### src/rtl/sercom_pkg.sv
package sercom_pkg;

  localparam logic [1:0] ADDR_MODE = 2'd0;
  localparam logic [1:0] ADDR_ERR  = 2'd1;
  localparam logic [1:0] ADDR_TXST = 2'd2;
  localparam logic [1:0] ADDR_DATA = 2'd3;

  typedef struct packed {
    logic [3:0] spare;
    logic       par_odd;
    logic       par_en;
    logic       len7;
    logic       rx_en;
  } mode_t;

  typedef enum logic [2:0] {
    RX_IDLE,
    RX_START,
    RX_DATA,
    RX_PAR,
    RX_STOP,
    RX_BREAK
  } rx_state_e;

  function automatic logic par_bit(input logic [7:0] d, input logic len7, input logic odd);
    logic p;
    p = len7 ? ^d[6:0] : ^d;
    return p ^ odd;
  endfunction

endpackage

### src/rtl/sercom_sync.sv
module sercom_sync #(
  parameter int   STAGES    = 2,
  parameter logic RESET_VAL = 1'b1
) (
  input  logic clk,
  input  logic rst_n,
  input  logic d_i,
  output logic q_o
);
  logic [STAGES-1:0] ff_q;

  always_ff @(posedge clk or negedge rst_n) begin
    if (!rst_n) ff_q <= {STAGES{RESET_VAL}};
    else        ff_q <= {ff_q[STAGES-2:0], d_i};
  end

  assign q_o = ff_q[STAGES-1];
endmodule

### src/rtl/sercom_rx.sv
module sercom_rx
  import sercom_pkg::*;
#(
  parameter int OVS = 16
) (
  input  logic       clk,
  input  logic       rst_n,
  input  logic       tick,
  input  logic       rxd_s,
  input  logic       enable,
  input  logic       len7,
  input  logic       par_en,
  input  logic       par_odd,
  output logic       done_o,
  output logic [7:0] data_o,
  output logic       par_err_o,
  output logic       frm_err_o
);
  localparam int          CW   = $clog2(OVS);
  localparam logic [CW-1:0] MID  = CW'(OVS / 2 - 1);
  localparam logic [CW-1:0] LAST = CW'(OVS - 1);

  rx_state_e     st_q, st_n;
  logic [CW-1:0] cnt_q, cnt_n;
  logic [2:0]    bit_q, bit_n;
  logic [7:0]    sh_q, sh_n;
  logic          perr_q, perr_n;
  logic [2:0]    last_bit;
  logic          bit_end;

  assign last_bit = len7 ? 3'd6 : 3'd7;
  assign bit_end  = tick && (cnt_q == LAST);
  assign data_o   = len7 ? {1'b0, sh_q[7:1]} : sh_q;

  always_comb begin
    st_n      = st_q;
    cnt_n     = cnt_q;
    bit_n     = bit_q;
    sh_n      = sh_q;
    perr_n    = perr_q;
    done_o    = 1'b0;
    par_err_o = 1'b0;
    frm_err_o = 1'b0;
    if (!enable) begin
      st_n  = RX_IDLE;
      cnt_n = '0;
    end else begin
      case (st_q)
        RX_IDLE: begin
          if (tick && !rxd_s) begin
            st_n  = RX_START;
            cnt_n = '0;
          end
        end
        RX_START: begin
          if (tick) begin
            if (cnt_q == MID) begin
              cnt_n  = '0;
              bit_n  = '0;
              perr_n = 1'b0;
              st_n   = rxd_s ? RX_IDLE : RX_DATA;
            end else begin
              cnt_n = cnt_q + CW'(1);
            end
          end
        end
        RX_DATA: begin
          if (bit_end) begin
            cnt_n = '0;
            sh_n  = {rxd_s, sh_q[7:1]};
            bit_n = bit_q + 3'd1;
            if (bit_q == last_bit) st_n = par_en ? RX_PAR : RX_STOP;
          end else if (tick) begin
            cnt_n = cnt_q + CW'(1);
          end
        end
        RX_PAR: begin
          if (bit_end) begin
            cnt_n  = '0;
            perr_n = (rxd_s != par_bit(data_o, len7, par_odd));
            st_n   = RX_STOP;
          end else if (tick) begin
            cnt_n = cnt_q + CW'(1);
          end
        end
        RX_STOP: begin
          if (bit_end) begin
            cnt_n = '0;
            if (rxd_s) begin
              done_o    = 1'b1;
              par_err_o = perr_q;
              st_n      = RX_IDLE;
            end else begin
              frm_err_o = 1'b1;
              st_n      = RX_BREAK;
            end
          end else if (tick) begin
            cnt_n = cnt_q + CW'(1);
          end
        end
        RX_BREAK: begin
          if (rxd_s) st_n = RX_IDLE;
        end
        default: st_n = RX_IDLE;
      endcase
    end
  end

  always_ff @(posedge clk or negedge rst_n) begin
    if (!rst_n) begin
      st_q   <= RX_IDLE;
      cnt_q  <= '0;
      bit_q  <= '0;
      sh_q   <= '0;
      perr_q <= 1'b0;
    end else begin
      st_q   <= st_n;
      cnt_q  <= cnt_n;
      bit_q  <= bit_n;
      sh_q   <= sh_n;
      perr_q <= perr_n;
    end
  end

  // a disabled receiver is parked idle
  assert_rx_off_R11: assert property (@(posedge clk) disable iff (!rst_n)
    !enable |=> (st_q == RX_IDLE));

  // after a bad stop bit nothing is accepted until the line is high
  assert_break_wait_R8: assert property (@(posedge clk) disable iff (!rst_n)
    (st_q == RX_BREAK && !rxd_s && enable) |=> (st_q == RX_BREAK));
endmodule

### src/rtl/sercom_tx.sv
module sercom_tx
  import sercom_pkg::*;
#(
  parameter int OVS = 16
) (
  input  logic       clk,
  input  logic       rst_n,
  input  logic       tick,
  input  logic       wr_i,
  input  logic [7:0] wdata_i,
  input  logic       len7,
  input  logic       par_en,
  input  logic       par_odd,
  output logic       txd_o,
  output logic       busy_o,
  output logic       full_o
);
  localparam int            CW   = $clog2(OVS);
  localparam int            FW   = 11;
  localparam logic [CW-1:0] LAST = CW'(OVS - 1);

  logic [7:0]    buf_q, buf_n;
  logic          full_q, full_n;
  logic          busy_q, busy_n;
  logic [FW-1:0] sh_q, sh_n, frame;
  logic [3:0]    left_q, left_n, nbits;
  logic [CW-1:0] cnt_q, cnt_n;
  logic          load, accept;

  assign load   = full_q && !busy_q;
  assign accept = wr_i && !full_q;

  always_comb begin
    frame    = '1;
    frame[0] = 1'b0;
    for (int i = 0; i < 8; i++) begin
      if (i < 7 || !len7) frame[i + 1] = buf_q[i];
    end
    if (par_en) frame[len7 ? 8 : 9] = par_bit(buf_q, len7, par_odd);
    nbits = (len7 ? 4'd9 : 4'd10) + {3'b000, par_en};
  end

  always_comb begin
    buf_n  = buf_q;
    full_n = full_q;
    busy_n = busy_q;
    sh_n   = sh_q;
    left_n = left_q;
    cnt_n  = cnt_q;
    if (accept) begin
      buf_n  = wdata_i;
      full_n = 1'b1;
    end
    if (load) begin
      sh_n   = frame;
      left_n = nbits;
      cnt_n  = '0;
      busy_n = 1'b1;
      full_n = 1'b0;
    end else if (busy_q && tick) begin
      if (cnt_q == LAST) begin
        cnt_n  = '0;
        sh_n   = {1'b1, sh_q[FW-1:1]};
        left_n = left_q - 4'd1;
        if (left_q == 4'd1) busy_n = 1'b0;
      end else begin
        cnt_n = cnt_q + CW'(1);
      end
    end
  end

  always_ff @(posedge clk or negedge rst_n) begin
    if (!rst_n) begin
      buf_q  <= '0;
      full_q <= 1'b0;
      busy_q <= 1'b0;
      sh_q   <= '1;
      left_q <= '0;
      cnt_q  <= '0;
    end else begin
      if (accept) buf_q <= buf_n;
      full_q <= full_n;
      busy_q <= busy_n;
      sh_q   <= sh_n;
      left_q <= left_n;
      cnt_q  <= cnt_n;
    end
  end

  assign txd_o  = sh_q[0];
  assign busy_o = busy_q;
  assign full_o = full_q;

  assert_ignore_full_R4: assert property (@(posedge clk) disable iff (!rst_n)
    (wr_i && full_q) |=> (buf_q == $past(buf_q)));

  assert_idle_high_R2: assert property (@(posedge clk) disable iff (!rst_n)
    !busy_q |-> txd_o);

  assert_load_flags_R3: assert property (@(posedge clk) disable iff (!rst_n)
    load |=> (busy_q && !full_q && !txd_o));
endmodule

### src/rtl/sercom_regs.sv
module sercom_regs
  import sercom_pkg::*;
(
  input  logic       clk,
  input  logic       rst_n,
  input  logic       sel,
  input  logic       wr,
  input  logic       rd,
  input  logic [1:0] addr,
  input  logic [7:0] wdata,
  output logic [7:0] rdata,
  output mode_t      mode_o,
  input  logic       rx_done,
  input  logic [7:0] rx_data,
  input  logic       rx_perr,
  input  logic       rx_ferr,
  input  logic       tx_busy,
  input  logic       tx_full,
  output logic       tx_wr,
  output logic       irq_o
);
  mode_t      mode_q, mode_n;
  logic [2:0] err_q, err_n, err_set;
  logic [7:0] rxbuf_q;
  logic       rxfull_q, rxfull_n;
  logic       irq_q;
  logic       wr_mode, rd_err, rd_data, ovr_set;

  assign wr_mode = sel && wr && (addr == ADDR_MODE);
  assign tx_wr   = sel && wr && (addr == ADDR_DATA);
  assign rd_err  = sel && rd && (addr == ADDR_ERR);
  assign rd_data = sel && rd && (addr == ADDR_DATA);

  always_comb begin
    ovr_set  = rx_done && rxfull_q && !rd_data;
    err_set  = {rx_perr, rx_ferr, ovr_set};
    err_n    = (rd_err ? 3'b000 : err_q) | err_set;
    mode_n   = wr_mode ? mode_t'(wdata) : mode_q;
    rxfull_n = rx_done || (rxfull_q && !rd_data);
  end

  always_comb begin
    rdata = 8'h00;
    if (sel && rd) begin
      case (addr)
        ADDR_MODE: rdata = mode_q;
        ADDR_ERR:  rdata = {5'b0, err_q};
        ADDR_TXST: rdata = {6'b0, tx_full, tx_busy};
        default:   rdata = rxbuf_q;
      endcase
    end
  end

  always_ff @(posedge clk or negedge rst_n) begin
    if (!rst_n) begin
      mode_q   <= '0;
      err_q    <= '0;
      rxbuf_q  <= '0;
      rxfull_q <= 1'b0;
      irq_q    <= 1'b0;
    end else begin
      if (wr_mode) mode_q  <= mode_n;
      if (rx_done) rxbuf_q <= rx_data;
      err_q    <= err_n;
      rxfull_q <= rxfull_n;
      irq_q    <= rx_done;
    end
  end

  assign mode_o = mode_q;
  assign irq_o  = irq_q;

  assert_irq_pulse_R6: assert property (@(posedge clk) disable iff (!rst_n)
    irq_q |=> !irq_q);

  assert_msb_zero_R6: assert property (@(posedge clk) disable iff (!rst_n)
    (irq_q && mode_q.len7) |-> !rxbuf_q[7]);

  assert_read_clears_R10: assert property (@(posedge clk) disable iff (!rst_n)
    (rd_err && !rx_done && !rx_ferr) |=> (err_q == 3'b000));

  assert_overrun_R9: assert property (@(posedge clk) disable iff (!rst_n)
    (rx_done && rxfull_q && !rd_data) |=> (err_q[0] && irq_q));
endmodule

### src/rtl/sercom_uart.sv
module sercom_uart
  import sercom_pkg::*;
#(
  parameter int OVS         = 16,
  parameter int SYNC_STAGES = 2
) (
  input  logic       clk,
  input  logic       rst_n,
  input  logic       baud_tick,
  input  logic       host_sel,
  input  logic       host_wr,
  input  logic       host_rd,
  input  logic [1:0] host_addr,
  input  logic [7:0] host_wdata,
  output logic [7:0] host_rdata,
  input  logic       rxd,
  output logic       txd,
  output logic       rx_irq
);
  logic [1:0] rst_pipe_q;
  logic       rst_int_n;
  logic       rxd_s;
  mode_t      mode;
  logic       rx_done, rx_perr, rx_ferr;
  logic [7:0] rx_data;
  logic       tx_wr, tx_busy, tx_full;

  always_ff @(posedge clk or negedge rst_n) begin
    if (!rst_n) rst_pipe_q <= 2'b00;
    else        rst_pipe_q <= {rst_pipe_q[0], 1'b1};
  end
  assign rst_int_n = rst_pipe_q[1];

  sercom_sync #(.STAGES(SYNC_STAGES), .RESET_VAL(1'b1)) u_sync (
    .clk(clk), .rst_n(rst_int_n), .d_i(rxd), .q_o(rxd_s)
  );

  sercom_rx #(.OVS(OVS)) u_rx (
    .clk(clk), .rst_n(rst_int_n), .tick(baud_tick), .rxd_s(rxd_s),
    .enable(mode.rx_en), .len7(mode.len7), .par_en(mode.par_en), .par_odd(mode.par_odd),
    .done_o(rx_done), .data_o(rx_data), .par_err_o(rx_perr), .frm_err_o(rx_ferr)
  );

  sercom_tx #(.OVS(OVS)) u_tx (
    .clk(clk), .rst_n(rst_int_n), .tick(baud_tick), .wr_i(tx_wr), .wdata_i(host_wdata),
    .len7(mode.len7), .par_en(mode.par_en), .par_odd(mode.par_odd),
    .txd_o(txd), .busy_o(tx_busy), .full_o(tx_full)
  );

  sercom_regs u_regs (
    .clk(clk), .rst_n(rst_int_n), .sel(host_sel), .wr(host_wr), .rd(host_rd),
    .addr(host_addr), .wdata(host_wdata), .rdata(host_rdata), .mode_o(mode),
    .rx_done(rx_done), .rx_data(rx_data), .rx_perr(rx_perr), .rx_ferr(rx_ferr),
    .tx_busy(tx_busy), .tx_full(tx_full), .tx_wr(tx_wr), .irq_o(rx_irq)
  );
endmodule

### config.mk
export PLATFORM = sky130hd
export DESIGN_NAME = sercom_uart
export DESIGN_NICKNAME = d
export VERILOG_FILES = /design/src/rtl/sercom_pkg.sv /design/src/rtl/sercom_sync.sv /design/src/rtl/sercom_rx.sv /design/src/rtl/sercom_tx.sv /design/src/rtl/sercom_regs.sv /design/src/rtl/sercom_uart.sv
export SDC_FILE = /design/constraint.sdc
export NUM_CORES = 1
export LEC_CHECK = 0
export BUFFER_PORTS_ARGS = -buffer_cell sky130_fd_sc_hd__buf_2
export CORE_MARGIN = 4
export CORE_UTILIZATION = 55
export CTS_BUF_LIST = sky130_fd_sc_hd__clkbuf_4
export CTS_CLUSTER_SIZE = 10
export DETAILED_ROUTE_END_ITERATION = 8
export PLACE_DENSITY_LB_ADDON = 0.1
export SETUP_SLACK_MARGIN = 0.2
export SYNTH_ARGS = -nofsm -noshare
export SYNTH_HDL_FRONTEND = slang
export SYNTH_SLANG_ARGS = --single-unit
### constraint.sdc
create_clock -name clk -period 6 [get_ports clk]
set_input_delay 0.6 -clock clk [delete_from_list [all_inputs] [get_ports clk]]
set_output_delay 0.6 -clock clk [all_outputs]
set_load 0.1 [all_outputs]
==> impl_results.md, run 1 <==
* Largest net degree at the start of global routing at 71
* Die footprint at between 8000 and 9000 um2
* Data required, critical path at ~5.4 ns
* RSZ-0062 raised after global routing: false
* H-tree levels at 3
* Die X at 90.5 um
* Fraction of registers with async set/reset at 100%
* Total setup buffers inserted after CTS at 0
* Mapped cell area at 3750 um2
* Number of I/O port buffers at 26
* Setup TNS at 0 ns
* Mean post-synth cell area at about 11 um2
* Post-synthesis sequential area ratio at roughly 48%
* Adder-cell area share of the yosys netlist at ~2.3%
* Initial Utilization at around 58%
* Clock root buffer: clkbuf_4
* Total power at between 1 and 1.5 mW
* Layout cells sized above 1 at approximately a quarter
* Number of global-route vias before repair at about 2500
* Worst-path fanout max at 14
* Max-Slew Margin vs Limit at around 43%
* Final ANT Viol Nets at 0
* # DRC at 0
* # rows at 29
* Status: completed
* Post-DP HPWL at between 5 and 6 mm
* VDD IR max at about 0.20 mV
* XOR/XNOR share of the synthesized area at between 5 and 6%
* Placer congestion estimate at roughly 0.79
* Mux contribution to synthesized area at between 10% and 20%
* Clk_skew at between 0.01 and 0.015 ns
* Mapped Nets at ~360
* Nets at 387
* Simple-gate share of the synthesized area at between 10% and 20%
* Largest family of logic cells by synthesized area: simple AND/OR/NAND/NOR gates
* Iter 0 DRT Violations at about 100
* Worst-path clk slew at ~0.12 ns
* Hold Path Class: in -> reg
* Post-cts repair resize count at 0
* Max Slew Vio Count at 0
* Final setup fails at 0
* Compound-Gate Fraction of Synth Area at between 10% and 20%
* Post-synth EDFFs at 0
* Ports at 27
* Top cell type's share of synthesized area at between 40% and 50%
* Via-per-instance ratio at between 5 and 6
* CTS tree: yes
* Top_reg_cell synth: dfrtp_1
* Die height at around 91 um
* Final Hold Viols at 0
* CP Capture Type: output port
* Diodes inserted at 0
* Worst path arrival time at roughly 2.2 ns
* Crit Path Category: reg -> out
* Min Tclk post-route at roughly 2.8 ns
* Slowest-stage cell, CP: dfrtp_1
* Max Buffers Root-to-Sink at 2
* Cell taking the most area after synthesis: dfrtp_1
* CTS Sinks at slightly above 70
* Maxcap violations at 0
* Cts hold-fix bufs at 1
* Peak Freq at between 0.3 and 0.4 GHz
* Pwr Density at around 310 nW/um2
* Vias at ~2600
* Synth Register Bits at 72
* Core ar. at ~6500 um2
* Fillers at 549
* First-pass detailed-route iteration total at 4
* Crit path cell chain: mux4_2 > nor2b_1 > buf_2
* Ys Warns at 0
* Pleak at around 1.8 nW
* Final period util at between 40% and 50%
* Grt ovf at 0
* Initial antenna violation count at 0
* Clk_lat worst skew at 0.40 ns
* Largest stage delay, worst path at between 0.7 and 0.8 ns
* Detailed Route WL at 7.11 mm
* Top cells by area, synth: dfrtp_1 40%, dfstp_2 8.4%, mux2_2 7.2%, mux2i_1 4.5%, xnor2_1 3.7%
* Total track usage at around a fifth
* Synth unique cells at between 60 and 70
* Num CTS Buffers at 9
* Global-route wire length before repair at 12.3 mm
* Crit path launch type: flip-flop
* Drt wl/cell at 16.0 um
* Synth Instances at 340
* Worst Tran Pin Value at about 0.85 ns
* Area grow syn2layout at 7.01%
-- path summary, 6_finish.rpt --
check                                        startpoint                   endpoint  slack [ns]  depth (start not counted)
hold / removal                                      rxd   u_sync.ff_q[0]$_DFF_PN1_        0.28                          1
min in group asynchronous       rst_pipe_q[1]$_DFF_PN0_  u_tx.buf_q[4]$_DFFE_PN0P_        0.46                          1
setup / recovery           u_regs.mode_o[1]$_DFFE_PN0P_              host_rdata[1]        3.23                          3
max in group asynchronous       rst_pipe_q[1]$_DFF_PN0_   u_rx.st_q[0]$_DFFE_PN0P_        4.99                          1
setup reg to reg              u_rx.cnt_q[0]$_DFFE_PN0P_  u_regs.err_q[0]$_DFF_PN0_        3.80                          6
hold reg to reg                u_sync.ff_q[0]$_DFF_PN1_   u_sync.ff_q[1]$_DFF_PN1_        0.36                          0
-- metal layers --
metal  global-route usage [%]  vias up  part of all wire, %  routed length [um]
met5                        0        -                    0                   0
met2                     27.6       56                   45                3230
met3                     3.75        9                  3.7                 261
li1                         -     1254                    -                   -
met4                     6.89        0                  1.7                 122
met1                     27.0     1252                   49                3500
-- cell type report --
| class | count | area, um2 | share of cell area, % |
|---|---|---|---|
| Clock buffer | 11 | 82.6 | 2.06 |
| Multi-Input combinational cell | 240 | 1790 | 44.6 |
| Clock inverter | 4 | 22.5 | 0.562 |
| Sequential cell | 72 | 1820 | 45.3 |
| Tap cell | 77 | 96.3 | 2.40 |
| Inverter | 10 | 40.0 | 0.999 |
| Timing Repair Buffer | 30 | 163 | 4.06 |
-- per-stage QoR --
stage | area, um2 | worst slack [ns] | utilization [%] | std cells | hold WS [ns]
after global routing | 4010 | 3.19 | 61.7 | 444 | 0.248
after floorplan | 3750 | 2.98 | - | 340 | 0.304
after detailed placement | 3890 | 3.62 | 59.9 | 428 | 0.347
final | 4010 | 3.23 | 61.7 | 444 | 0.277
after global placement | 3890 | 3.64 | 59.9 | 428 | 0.344
after CTS | 4010 | 3.22 | 61.7 | 444 | 0.255
-- state kept, by name (all words and copies together) (netlist names) --
register         flops
u_sync.ff_q          2
u_rx.perr_q          1
u_rx.cnt_q           4
u_tx.busy_o          1
u_regs.rxbuf_q       8
u_tx.buf_q           8
u_tx.left_q          4
u_regs.irq_o         1
u_tx.cnt_q           4
rst_pipe_q           2
u_rx.bit_q           3
u_regs.mode_o        8
u_regs.rxfull_q      1
u_tx.sh_q           10
u_rx.st_q            3
u_tx.full_o          1
u_rx.sh_q            8
u_regs.err_q         3
-- cells in the final DEF (no fill, tap or decap), drive strengths merged, types with 4 or more instances in the layout --
cell    synthesis  routed
dfrtp          60      60
buf            15      29
nand2          27      27
nor2           26      26
o21ai          25      25
mux2           24      24
mux2i          17      17
xnor2          16      16
a21oi          13      13
dfstp          12      12
clkbuf          3      11
inv            10      10
ha              7       7
nand3           7       7
nor3            6       6
a22o            6       6
a22oi           6       6
nor2b           4       4
a21o            4       4
xor2            4       4
clkinv          0       4
-- where the power goes --
part	switching, mW	leakage [nW]	total (mW)	internal, mW
combinational	0.184	0.840	0.351	0.167
sequential	0.0839	0.889	0.652	0.568
clock	0.164	0.0641	0.255	0.0907
total	0.432	1.79	1.26	0.826
-- cell usage after synthesis (all sizes together) (4+ instances only) --
cell type / instances
dfrtp: 60
nand2: 27
nor2: 26
o21ai: 25
mux2: 24
mux2i: 17
xnor2: 16
buf: 15
a21oi: 13
dfstp: 12
inv: 10
ha: 7
nand3: 7
a22o: 6
a22oi: 6
nor3: 6
a21o: 4
nor2b: 4
xor2: 4
-- worst max-delay path: cells and delay by family (launching register included) --
kind | cells | cell delay [ns]
buffers and inverters | 1 | 0.46
flip-flops | 1 | 0.78
multiplexers | 1 | 0.35
AND/OR/NAND/NOR | 1 | 0.18
-- cells by family (layout without fill, tap and decap cells) --
family / count (synthesis) / count (layout)
AO/OA/AOI/OAI: 73 / 73
other: 1 / 1
XOR/XNOR: 21 / 21
adder cells (fa/ha/maj): 7 / 7
buffers and inverters: 28 / 55
flip-flops: 72 / 72
AND/OR/NAND/NOR: 95 / 95
multiplexers: 43 / 43
No activity file was read; power rests on OpenSTA's default activity.
==> inputs of run 2 (changes only) <==
==> constraint.sdc (replaced) <==
create_clock -name clk -period 2.7 [get_ports clk]
set_input_delay 0.27 -clock clk [delete_from_list [all_inputs] [get_ports clk]]
set_output_delay 0.27 -clock clk [all_outputs]
set_load 0.1 [all_outputs]
==> impl_results.md, run 2 (synthesis results as in run 1) <==
* Placer congestion estimate at roughly 0.79
* Commonest cells after routing, fill and taps aside: 59 x dfrtp_1, 27 x nand2_1, 26 x nor2_1, 26 x buf_2, 24 x mux2_2
* Die height at approximately 91 um
* Clk_skew at 0.0133 ns
* Cts hold-fix bufs at 2
* Worst-path fanout max at 9
* Clock power share at a little over a fifth
* Core ar. at between 6000 and 7000 um2
* Largest net degree at the start of global routing at 40
* Final period util at between 80 and 90%
* Status: completed
* First-pass detailed-route iteration total at 4
* Max Slew Vio Count at 0
* Max Buffers Root-to-Sink at 2
* Clk_lat worst skew at approximately 0.4 ns
* Post-cts repair resize count at 0
* Slowest-stage cell, CP: mux4_2
* RSZ-0062 raised after global routing: false
* Die X at approximately 90 um
* CP Capture Type: output port
* Die footprint at around 8200 um2
* Global-route wire length before repair at 12.5 mm
* Detailed Route WL at 7.18 mm
* Num CTS Buffers at 9
* Number of I/O port buffers at 26
* Crit Path Category: reg -> out
* Combinational Power Share at 27.6%
* Total setup buffers inserted after CTS at 0
* Vias at 2571
* Largest register FFs at 10
* Worst Tran Pin Value at a little over 0.7 ns
* Number of global-route vias before repair at ~2500
* CTS tree: yes
* Data required, critical path at 2.43 ns
* Peak Freq at between 0.4 and 0.5 GHz
* Top reg by flops: u_tx.sh_q
* Diodes inserted at 0
* Via-per-instance ratio at approximately 5.7
* Final Hold Viols at 0
* Grt ovf at 0
* Clock root buffer: clkbuf_4
* Largest stage delay, worst path at about 0.45 ns
* Commonest non-fill, non-tap cell in the layout: dfrtp_1
* Pleak at 1.81 nW
* Crit path cell chain: buf_4 > mux4_2 > nor2b_1 > buf_2
* Total track usage at between 10% and 20%
* Setup TNS at 0 ns
* Max-Slew Margin vs Limit at roughly half
* Initial Utilization at between 50% and 60%
* # DRC at 0
* Crit path launch type: flip-flop
* Maxcap violations at 0
* Post-DP HPWL at 5.12 mm
* Hold Path Class: in -> reg
* CTS Sinks at a little over 70
* Pwr Density at around 700 nW/um2
* Final setup fails at 0
* H-tree levels at 3
* Switch share at around 34%
* Min Tclk post-route at 2.16 ns
* Nets at approximately 400
* Ports at 27
* Area grow syn2layout at 8.42%
* Worst path arrival time at 1.89 ns
* Int Power at between 1.5 and 2 mW
* Iter 0 DRT Violations at approximately 130
* Final ANT Viol Nets at 0
* Initial antenna violation count at 0
* Layout cells sized above 1 at a little over a quarter
* # rows at 29
* VDD IR max at between 0.4 and 0.5 mV
* Worst-path clk slew at between 0.1 and 0.15 ns
* P_sw at 0.975 mW
* Fin Hold WS at 0.0935 ns
* Drt wl/cell at approximately 16 um
* Sequential fraction of design power at a little over 50%
## run 2: worst max-delay path: cells and delay by family, from the launching register on
kind / cells / cell delay [ns]
buffers and inverters: 2 / 0.48
multiplexers: 1 / 0.45
flip-flops: 1 / 0.40
AND/OR/NAND/NOR: 1 / 0.15
## run 2: power by group through the flow
stage | clock network [mW] | logic [mW] | registers, mW
global route | 0.666 | 0.872 | 1.47
finish | 0.601 | 0.780 | 1.45
floorplan | 0 | 0.626 | 1.47
detailed placement | 0 | 0.780 | 1.47
CTS | 0.615 | 0.787 | 1.44
global placement | 0 | 0.765 | 1.46
## run 2: routing by layer
layer	wire length [um]	share of wire, %	vias up	GRT usage [%]
met5	0	0	-	0
met4	82	1.1	0	7.40
met3	247	3.4	9	3.75
met2	3150	44	38	27.1
met1	3700	52	1257	27.7
li1	-	-	1267	-
## run 2: final cells by class
type                            instances  area, um2
Clock buffer                           11       82.6
Clock inverter                          5       35.0
Fill cell                             549       2430
Inverter                               10       40.0
Multi-Input combinational cell        240       1790
Sequential cell                        72       1820
Tap cell                               77       96.3
Timing Repair Buffer                   33        200
## run 2: stage by stage
stage                     util [%]  std cells  instance area, um2  setup WS, ns  power, mW
final                         62.5        448                4060         0.539       2.83
after global routing          62.5        448                4060         0.297       3.01
after CTS                     62.5        448                4060         0.522       2.85
after detailed placement      60.4        430                3920         0.576       2.25
after global placement        60.4        430                3920         0.655       2.22
after floorplan                  -        340                3750         0.335       2.09
## run 2: path summary, 6_finish.rpt
kind                                           endpoint                 startpoint  slack [ns]  cells past startpoint
max                                       host_rdata[0]    u_tx.busy_o$_DFFE_PN0P_        0.54                      4
min                        u_regs.mode_o[1]$_DFFE_PN0P_              host_wdata[1]        0.09                      3
max reg2reg                   u_regs.err_q[0]$_DFF_PN0_  u_rx.cnt_q[0]$_DFFE_PN0P_        0.57                      6
min reg2reg                   u_tx.buf_q[1]$_DFFE_PN0P_    rst_pipe_q[1]$_DFF_PN0_        0.33                      0
max in group asynchronous      u_sync.ff_q[0]$_DFF_PN1_    rst_pipe_q[1]$_DFF_PN0_        1.67                      1
min in group asynchronous       rst_pipe_q[1]$_DFF_PN0_                      rst_n        0.16                      2
==> inputs of run 3 (changes only) <==
--- a/config.mk
+++ b/config.mk
@@ -5,6 +5,7 @@
 export SDC_FILE = /design/constraint.sdc
 export NUM_CORES = 1
 export LEC_CHECK = 0
+export ABC_AREA = 1
 export BUFFER_PORTS_ARGS = -buffer_cell sky130_fd_sc_hd__buf_2
 export CORE_MARGIN = 4
 export CORE_UTILIZATION = 55
==> constraint.sdc (replaced) <==
create_clock -name clk -period 1.98 [get_ports clk]
set_input_delay 0.198 -clock clk [delete_from_list [all_inputs] [get_ports clk]]
set_output_delay 0.198 -clock clk [all_outputs]
set_load 0.1 [all_outputs]
==> impl_results.md, run 3 <==
* Status: completed
* Post-DP Area at between 4000 and 5000 um2
* Buf/Inv on CP at 4
* Top cell type's share of synthesized area at a little under two fifths
* Peak Freq at 0.547 GHz
* CP delay by family, top: buffers and inverters
* Switch share at 37.7%
* Die X at a little over 90 um
* # DRC at 0
* Die footprint at ~8700 um2
* Synth Register Bits at approximately 70
* Largest stage delay, worst path at about 0.41 ns
* Min Tclk post-route at 1.83 ns
* Post-synthesis sequential area ratio at 45.6%
* Clk_lat worst skew at between 0.4 and 0.5 ns
* Clk_skew at ~0.022 ns
* Ports at 27
* Iter 0 DRT Violations at around 220
* Clock root buffer: clkbuf_4
* Synth unique cells at 40
* Start point of the worst hold path: host_wdata[7]
* P_sw at approximately 1.9 mW
* Final Hold Viols at 0
* Max-Slew Margin vs Limit at 58.2%
* WP depth at 6
* Placed Cells at approximately 630
* Worst Tran Pin Value at around 0.62 ns
* Mean post-synth cell area at around 7.8 um2
* Most frequent cells after synthesis: 166 x nand2_1, 60 x dfrtp_1, 51 x inv_1
* Core ar. at between 6000 and 7000 um2
* Final ANT Viol Nets at 0
* Via-per-instance ratio at about 5.2
* Clock power share at about a fifth
* Drt wl/cell at between 10 and 15 um
* Sequential fraction of design power at between 40% and 50%
* Ys Warns at 0
* Diodes inserted at 0
* Combinational Power Share at 36.0%
* Crit path cell chain: buf_12 > inv_2 > o2111ai_1 > nand2_1 > inv_2 > buf_12
* CTS Sinks at 72
* Synth Instances at a little over 500
* Vias at 3446
* Fin area at 4710 um2
* Int Power at about 3.1 mW
* Num CTS Buffers at 9
* Number of I/O port buffers at 26
* Layout cells sized above 1 at a little under a quarter
* Data required, critical path at roughly 1.8 ns
* Mapped cell area at between 3000 and 4000 um2
* Final setup fails at 0
* Grt ovf at 0
* Die height at 93.1 um
* Top reg by flops: u_tx.sh_q
* Hold Path Class: in -> reg
* R2r setup slk at 0.25 ns
* Worst r2r src: u_regs.mode_o[1]$_DFFE_PN0P_
* Mapped Nets at about 530
* Initial Utilization at 57.7%
* Nets at 582
* Fin Hold WS at 0.0319 ns
* # rows at 30
* Pwr Density at approximately 1100 nW/um2
* Largest net degree at the start of global routing at between 70 and 80
* Largest register FFs at 10
* Top cells by area, synth: dfrtp_1 38%, nand2_1 16%, dfstp_2 7.9%, inv_1 4.8%, o21ai_0 3.9%
* Top_reg_cell synth: dfrtp_1
* Maxcap violations at 0
* Max Slew Vio Count at 0
* H-tree levels at 3
* Area grow syn2layout at 18.1%
* Slowest-stage cell, CP: dfrtp_1
* RSZ-0062 raised after global routing: true
* Commonest non-fill, non-tap cell in the layout: nand2_1
* Count leader, synth: nand2_1
* Final Non-Filler Cells at approximately 660
* Reg2Reg Capture Point: u_rx.st_q[1]$_DFFE_PN0P_
* Hold Path Stages at 3
* CP Capture Type: output port
* Crit path launch type: flip-flop
* Worst-path clk slew at around 0.12 ns
* Post-synth EDFFs at 0
* Post-DP HPWL at about 6 mm
* VDD IR max at 0.605 mV
* Initial antenna violation count at 0
* Total track usage at 21.5%
* Detailed Route WL at 8.92 mm
* Commonest cells after routing, fill and taps aside: 165 x nand2_1, 56 x dfrtp_1, 50 x inv_1
* Pleak at roughly 2.3 nW
* Worst path arrival time at between 1.5 and 2 ns
* Worst-case reg-to-reg path depth at 9
* Fillers at ~560
* Final period util at 92.3%
* Worst-path fanout max at 8
* Hold path endpoint: u_regs.mode_o[7]$_DFFE_PN0P_
* CTS tree: yes
* Number of global-route vias before repair at roughly 3100
* Cell taking the most area after synthesis: dfrtp_1
* Global-route wire length before repair at ~15 mm
* Placer congestion estimate at 0.893
* Max Buffers Root-to-Sink at 2
* Fraction of registers with async set/reset at 100%
* First-pass detailed-route iteration total at 5
* Crit Path Category: reg -> out
run 3: changes by cell type in the layout (fill, tap and decap cells not counted), moves of 12 or more:
cell     before  now
nand3_1       6   27
mux2_2       24    0
mux2i_1      17    0
nand2_1      27  165
inv_1         9   50
xnor2_1      16    4
o21ai_2       0   17
run 3: timing repair:
item / in CTS / in global routing
hold endpoints to repair: 3 / 4
resized for setup: 8 / 25
pin swaps: 1 / 7
hold buffers: 2 / 4
gates cloned: 1 / 0
endpoints found under the setup margin: 4 / 22
setup buffers: 3 / 6
run 3: per-layer routing:
layer | track usage [%] | vias to the layer above | part of all wire, %
met2 | 32.4 | 83 | 46
met3 | 6.19 | 12 | 4.4
met1 | 31.0 | 1607 | 49
met4 | 4.52 | 0 | 1.2
li1 | - | 1744 | -
met5 | 0 | - | 0
run 3: power groups by stage:
stage / Sequential [mW] / Combinational (mW) / Clock, mW
final: 2.14 / 1.79 / 1.05
after CTS: 2.13 / 1.66 / 1.08
after floorplan: 2.11 / 1.24 / 0
after detailed placement: 2.16 / 1.58 / 0
after global placement: 2.14 / 1.54 / 0
after global routing: 2.19 / 2.05 / 1.15
run 3: how the worst max path moves through the flow:
stage / startpoint / end / slack (ns)
final: u_regs.mode_o[1]$_DFFE_PN0P_ / host_rdata[1] / 0.15
after global placement: u_regs.mode_o[0]$_DFFE_PN0P_ / u_regs.rxbuf_q[7]$_DFFE_PN0P_ / 0.29
after floorplan: host_addr[1] / host_rdata[3] / 0.34
after global routing: u_regs.mode_o[1]$_DFFE_PN0P_ / host_rdata[1] / -0.002
after CTS: u_regs.mode_o[0]$_DFFE_PN0P_ / host_rdata[0] / 0.15
after detailed placement: u_rx.cnt_q[0]$_DFFE_PN0P_ / u_regs.rxbuf_q[7]$_DFFE_PN0P_ / 0.27
run 3: tightest hold or removal path, delay by kind of cell:
kind	cells	cell delay, ns
buffers and inverters	2	0.15
AOI/OAI and AO/OA	1	0.07
run 3: final cells by class:
cell class / instances / area (um2) / area share (%)
Multi-Input combinational cell: 363 / 1930 / 40.9
Sequential cell: 72 / 1820 / 38.7
Timing Repair Buffer: 49 / 437 / 9.27
Inverter: 63 / 246 / 5.23
Tap cell: 96 / 120 / 2.55
Clock inverter: 6 / 83.8 / 1.78
Clock buffer: 10 / 75.1 / 1.59
run 3: cell families (layout without fill, tap and decap cells):
kind of cell | Yosys count | count (layout) | share of synthesized area [%]
AOI/OAI and AO/OA | 91 | 91 | 14.7
and+or+nand+nor | 256 | 256 | 27.8
other | 1 | 1 | 0.0940
buffers and inverters | 74 | 128 | 7.94
adders and majority gates | 7 | 7 | 2.20
xor gates and xnor gates | 8 | 8 | 1.76
DFF | 72 | 72 | 45.6
run 3: through the flow:
step           power, mW  util [%]  setup WS, ns  TNS (ns)
2_1_floorplan       3.35         -         0.339         0
3_3_place_gp        3.68      62.1         0.293         0
3_5_place_dp        3.74      62.1         0.267         0
4_1_cts             4.87      65.7         0.147         0
5_1_grt             5.38      68.2      -0.00186  -0.00186
6_report            4.98      68.2         0.152         0
